--- src/rtl/ufi_pkg.sv ---
package ufi_pkg;
    typedef enum logic {
        ST_HALTED  = 1'b0,
        ST_RUNNING = 1'b1
    } ufi_state_e;
endpackage

--- src/rtl/ufi_uframe_ctr.sv ---
module ufi_uframe_ctr #(
    parameter int UF_W = 3
) (
    input  logic            clk,
    input  logic            rst,
    input  logic            load,
    input  logic [UF_W-1:0] load_val,
    input  logic            adv,
    output logic [UF_W-1:0] count,
    output logic            wrap,
    output logic            step01
);
    localparam logic [UF_W-1:0] UF_MAX = '1;
    localparam logic [UF_W-1:0] UF_ONE = UF_W'(1);

    always_ff @(posedge clk) begin
        if (rst)       count <= '0;
        else if (load) count <= load_val;
        else if (adv)  count <= count + UF_ONE;
    end

    // carry out of the micro-frame field, and the first step inside a frame
    always_comb begin
        wrap   = adv && !load && (count == UF_MAX);
        step01 = adv && !load && (count == '0);
    end
endmodule

--- src/rtl/ufi_frame_reg.sv ---
module ufi_frame_reg #(
    parameter int FR_W     = 11,
    parameter bit RST_ONES = 1'b0
) (
    input  logic            clk,
    input  logic            rst,
    input  logic            load,
    input  logic [FR_W-1:0] load_val,
    input  logic            inc,
    output logic [FR_W-1:0] value
);
    localparam logic [FR_W-1:0] FR_ONE = FR_W'(1);
    logic [FR_W-1:0] rst_val;

    generate
        if (RST_ONES) begin : g_ones
            assign rst_val = '1;
        end else begin : g_zero
            assign rst_val = '0;
        end
    endgenerate

    always_ff @(posedge clk) begin
        if (rst)       value <= rst_val;
        else if (load) value <= load_val;
        else if (inc)  value <= value + FR_ONE;
    end
endmodule

--- src/rtl/ufi_timebase.sv ---
module ufi_timebase #(
    parameter int UF_W  = 3,
    parameter int FR_W  = 11,
    localparam int IDX_W = UF_W + FR_W
) (
    input  logic             clk,
    input  logic             rst,
    input  logic             run_en,
    input  logic             uf_tick,
    input  logic             wr_en,
    input  logic [IDX_W-1:0] wr_index,
    output logic [IDX_W-1:0] index,
    output logic [FR_W-1:0]  sof_frame,
    output logic             frame_strobe,
    output logic             bus_frame_strobe,
    output logic             running
);
    import ufi_pkg::*;

    localparam logic [FR_W-1:0] FR_ONE = FR_W'(1);

    ufi_state_e state_q, state_d;
    logic            advance;
    logic [UF_W-1:0] uf_count;
    logic [FR_W-1:0] fr_count;
    logic            uf_wrap, uf_step01;
    logic [UF_W-1:0] wr_uf;
    logic [FR_W-1:0] wr_fr, sof_load_val;

    // state register
    always_ff @(posedge clk) begin
        if (rst) state_q <= ST_HALTED;
        else     state_q <= state_d;
    end

    // next state and state-decoded outputs
    always_comb begin
        state_d = state_q;
        running = 1'b0;
        unique case (state_q)
            ST_HALTED: begin
                if (run_en) state_d = ST_RUNNING;
            end
            ST_RUNNING: begin
                running = 1'b1;
                if (!run_en) state_d = ST_HALTED;
            end
        endcase
        advance = running && uf_tick && !wr_en;
    end

    // split the written index and pick the shadow value that keeps the lag
    always_comb begin
        wr_uf        = wr_index[UF_W-1:0];
        wr_fr        = wr_index[IDX_W-1:UF_W];
        sof_load_val = (wr_uf == '0) ? (wr_fr - FR_ONE) : wr_fr;
    end

    ufi_uframe_ctr #(.UF_W(UF_W)) u_uframe (
        .clk      (clk),
        .rst      (rst),
        .load     (wr_en),
        .load_val (wr_uf),
        .adv      (advance),
        .count    (uf_count),
        .wrap     (uf_wrap),
        .step01   (uf_step01)
    );

    ufi_frame_reg #(.FR_W(FR_W), .RST_ONES(1'b0)) u_host_frame (
        .clk      (clk),
        .rst      (rst),
        .load     (wr_en),
        .load_val (wr_fr),
        .inc      (uf_wrap),
        .value    (fr_count)
    );

    ufi_frame_reg #(.FR_W(FR_W), .RST_ONES(1'b1)) u_bus_frame (
        .clk      (clk),
        .rst      (rst),
        .load     (wr_en),
        .load_val (sof_load_val),
        .inc      (uf_step01),
        .value    (sof_frame)
    );

    always_ff @(posedge clk) begin
        if (rst) begin
            frame_strobe     <= 1'b0;
            bus_frame_strobe <= 1'b0;
        end else begin
            frame_strobe     <= uf_wrap;
            bus_frame_strobe <= uf_step01;
        end
    end

    assign index = {fr_count, uf_count};
endmodule

--- config.mk ---
export PLATFORM = sky130hd
export DESIGN_NAME = ufi_timebase
export DESIGN_NICKNAME = d
export VERILOG_FILES = /design/src/rtl/ufi_pkg.sv /design/src/rtl/ufi_uframe_ctr.sv /design/src/rtl/ufi_frame_reg.sv /design/src/rtl/ufi_timebase.sv
export SDC_FILE = /design/constraint.sdc
export NUM_CORES = 1
export LEC_CHECK = 0
export BUFFER_PORTS_ARGS = -buffer_cell sky130_fd_sc_hd__buf_2
export CAP_MARGIN = 10
export CORE_MARGIN = 5
export CORE_UTILIZATION = 50
export CTS_BUF_LIST = sky130_fd_sc_hd__clkbuf_8
export DETAILED_ROUTE_END_ITERATION = 10
export GPL_TIMING_DRIVEN = 0
export PLACE_DENSITY = 0.77
export SYNTH_ARGS = -nofsm -noshare
export SYNTH_HDL_FRONTEND = slang
export SYNTH_SLANG_ARGS = --single-unit
--- constraint.sdc ---
create_clock -name clk -period 3.4 [get_ports clk]
set_input_delay 0.68 -clock clk [delete_from_list [all_inputs] [get_ports clk]]
set_output_delay 0.68 -clock clk [all_outputs]
set_load 0.005 [all_outputs]
==> summary.md <==
| Metric | Value |
|---|---|
| Layout cells sized above 1 | `0.248` |
| Critical R2R Launch | `u_uframe.count[1]` |
| Switching share of power | `0.271` |
| Largest net degree at the start of global routing | `17` |
| Count leader, synth | `dfxtp_1` |
| Pwr Density | `383 nW/um^2` |
| Maximum clock frequency | `approximately 560 MHz` |
| Largest area contributor in the netlist | `dfxtp_1` |
| Fin. Hold Viols | `0` |
| Total Wirelength | `about 4000 microns` |
| WP data required | `3590 ps` |
| Die Area | `about 4700 sq um` |
| Worst Skew | `around 3.1 ps` |
| Cts repair resizes | `0` |
| Top cell type's share of synthesized area | `0.328` |
| # DRC | `0` |
| Seq cells post-synth | `28` |
| GRT Overall Usage | `0.186` |
| Final worst setup slack | `1610 ps` |
| Core box area | `3310 sq um` |
| Antenna Nets Post-Route | `0` |
| Hold_buf cts | `0` |
| Post CTS Setup Buffer Count | `0` |
| DR vias | `roughly 1,500` |
| Gate Count Post-Synth | `197` |
| Drt pass-1 iters | `4` |
| Leakage power total | `between 0.8 and 0.9 nW` |
| # rows | `21` |
| Crit. End Element | `flop` |
| Worst hold path class | `flop to flop` |
| Crit path from | `u_uframe.count[1]` |
| Logic pwr share | `0.187` |
| Seq/Total Area, Yosys | `0.328` |
| Routed len/inst | `13.6 microns` |
| Number of enable flip-flop cells after synthesis | `0` |
| Max Fanout on Critical Path | `7` |
| Clock Sink Count | `28` |
| Initial core utilization | `0.515` |
| Final HPWL DP | `between 3000 and 4000 microns` |
| Worst-margin pin slew | `between 500 and 600 ps` |
| Synth top cells by count | `dfxtp_1, xnor2_1, inv_1, a21oi_1, nand2_1` |
| Die Y | `between 60 and 70 microns` |
| Max VDD drop | `between 0.2 and 0.25 mV` |
| Largest cells by area after synthesis | `dfxtp_1, xnor2_1, xor2_1` |
| Vias in the first global route | `roughly 1,500` |
| Bufs on Longest Clock Path | `2` |
| H-tree depth | `1` |
| Synth async-reset ratio | `0` |
| Vias/cell | `roughly 5.3` |
| Run status | `finished, final reports clean` |
| Crit path time final | `1790 ps` |
| Number of max-cap violations | `0` |
| Final worst-path cycle share | `0.527` |
| Placer Congestion | `0.847` |
| Fin. max-slew vios | `0` |
| Sw Pwr | `~0.21 mW` |
| Slew Limit Headroom | `0.633` |
| Clk Latency, worst-skew pair | `approximately 280 ps` |
| CTS tree | `built` |
| Post-synthesis cell type count | `40` |
| IO Pins | `47` |
| Clock power frac | `0.344` |
| Arrival @ worst endpoint | `between 1500 and 2000 ps` |
| TritonCTS buffer count | `3` |
| Global-route wire length before repair | `between 6000 and 7000 microns` |
| Antenna diodes | `0` |
| IO Port Bufs | `45` |
| Fin util | `0.622` |
| Chip Width | `68.4 microns` |
| GRT Residual Overflow | `0` |
| Final #Nets | `approximately 270` |
| RSZ-0062 raised after global routing | `false` |
| Initial antenna violation count | `0` |
| Worst Setup Start Kind | `flop` |
| Power share of the sequential group | `0.469` |
| Worst slack, placed | `1430 ps` |
| Synth warnings | `0` |
| CTS Root Cell | `clkbuf_8` |
| Setup-failing EPs final | `0` |
| Top FF cell, synth | `dfxtp_1` |
| Synth Net Count | `222` |
| Crit Path Class | `flop to flop` |
| Internal Pwr Total | `between 0.5 and 0.6 mW` |
| Layout area overhead | `20.7%` |
| Clock transition at path regs | `100 ps` |
| TNS Setup | `0 ps` |
| Mean post-synth cell area | `8.66 sq um` |
| DR iter-0 viols | `between 100 and 150` |
| Hold_sp | `u_bus_frame.value[10]` |
| Synth Cell Area | `between 1500 and 2000 sq um` |
-- cells by family (layout without fill, tap and decap cells) --
group | count (synthesis) | in the layout | synth area share
AOI/OAI and AO/OA | 36 | 36 | 0.137
and+or+nand+nor | 69 | 69 | 0.246
adders and majority gates | 6 | 6 | 0.0440
muxes | 10 | 10 | 0.0623
buffers and inverters | 23 | 72 | 0.0535
DFF | 28 | 28 | 0.328
xor gates and xnor gates | 25 | 25 | 0.128
-- flip-flops by register name, summed over array words and instances (netlist names) --
signal and count:
u_host_frame.value 11, u_bus_frame.value 11, bus_frame_strobe 1, u_uframe.count 3, state_q 1, frame_strobe 1
-- layout make-up --
class / instances / area [sq um]
Buffer: 8 / 35.0
Clock buffer: 3 / 41.3
Clock inverter: 1 / 30.0
Fill cell: 304 / 1250
Inverter: 15 / 56.3
Multi-Input combinational cell: 146 / 1050
Sequential cell: 28 / 561
Tap cell: 46 / 57.6
Timing Repair Buffer: 45 / 225
-- final timing paths --
path | slack, ps | end | cells after the start
hold reg to reg | 520 | u_bus_frame.value[10] | 2
setup / recovery | 1610 | u_host_frame.value[7] | 6
hold / removal | 520 | u_bus_frame.value[10] | 2
setup reg to reg | 1610 | u_host_frame.value[7] | 6
-- placed cells by master (no fill, tap or decap), types with 6 or more instances in the layout --
cell type,instances
buf_2,46
dfxtp_1,28
xnor2_1,16
inv_1,15
nand2_1,11
a21oi_1,11
nor2_1,9
nand3_1,9
nor3_1,9
xor2_1,9
o21a_1,7
clkbuf_1,6
nand4_1,6
ha_1,6
-- critical path, cell delays in order, from the launching register on --
cell	delay [ps]
dfxtp_1	380
ha_1	170
ha_1	180
nand3_1	260
nor4_1	420
xor2_1	110
o21a_1	180
-- routing by layer --
metal	global-route usage	wire, microns	vias up	share of wire
met5	0	0	-	0
met4	0.0769	53	0	0.013
met3	0.0246	156	5	0.039
met2	0.306	1920	29	0.49
met1	0.241	1820	707	0.46
li1	-	-	798	-
-- power by group through the flow --
| stage | registers, mW | clock network (mW) | logic [mW] |
|---|---|---|---|
| 5_1_grt | 0.374 | 0.292 | 0.168 |
| 2_1_floorplan | 0.378 | 0 | 0.0879 |
| 3_5_place_dp | 0.378 | 0 | 0.148 |
| 4_1_cts | 0.371 | 0.277 | 0.149 |
| 3_3_place_gp | 0.377 | 0 | 0.145 |
| 6_report | 0.371 | 0.272 | 0.148 |
-- metrics by stage --
stage / power (mW) / instances / hold WS, ps / cell area [sq um]
final: 0.790 / 292 / 519 / 2060
after global routing: 0.833 / 292 / 581 / 2060
after CTS: 0.797 / 292 / 529 / 2060
after detailed placement: 0.526 / 288 / 507 / 1990
after global placement: 0.523 / 288 / 499 / 1990
after floorplan: 0.466 / 197 / 495 / 1710
No activity file was read; power rests on OpenSTA's default activity.
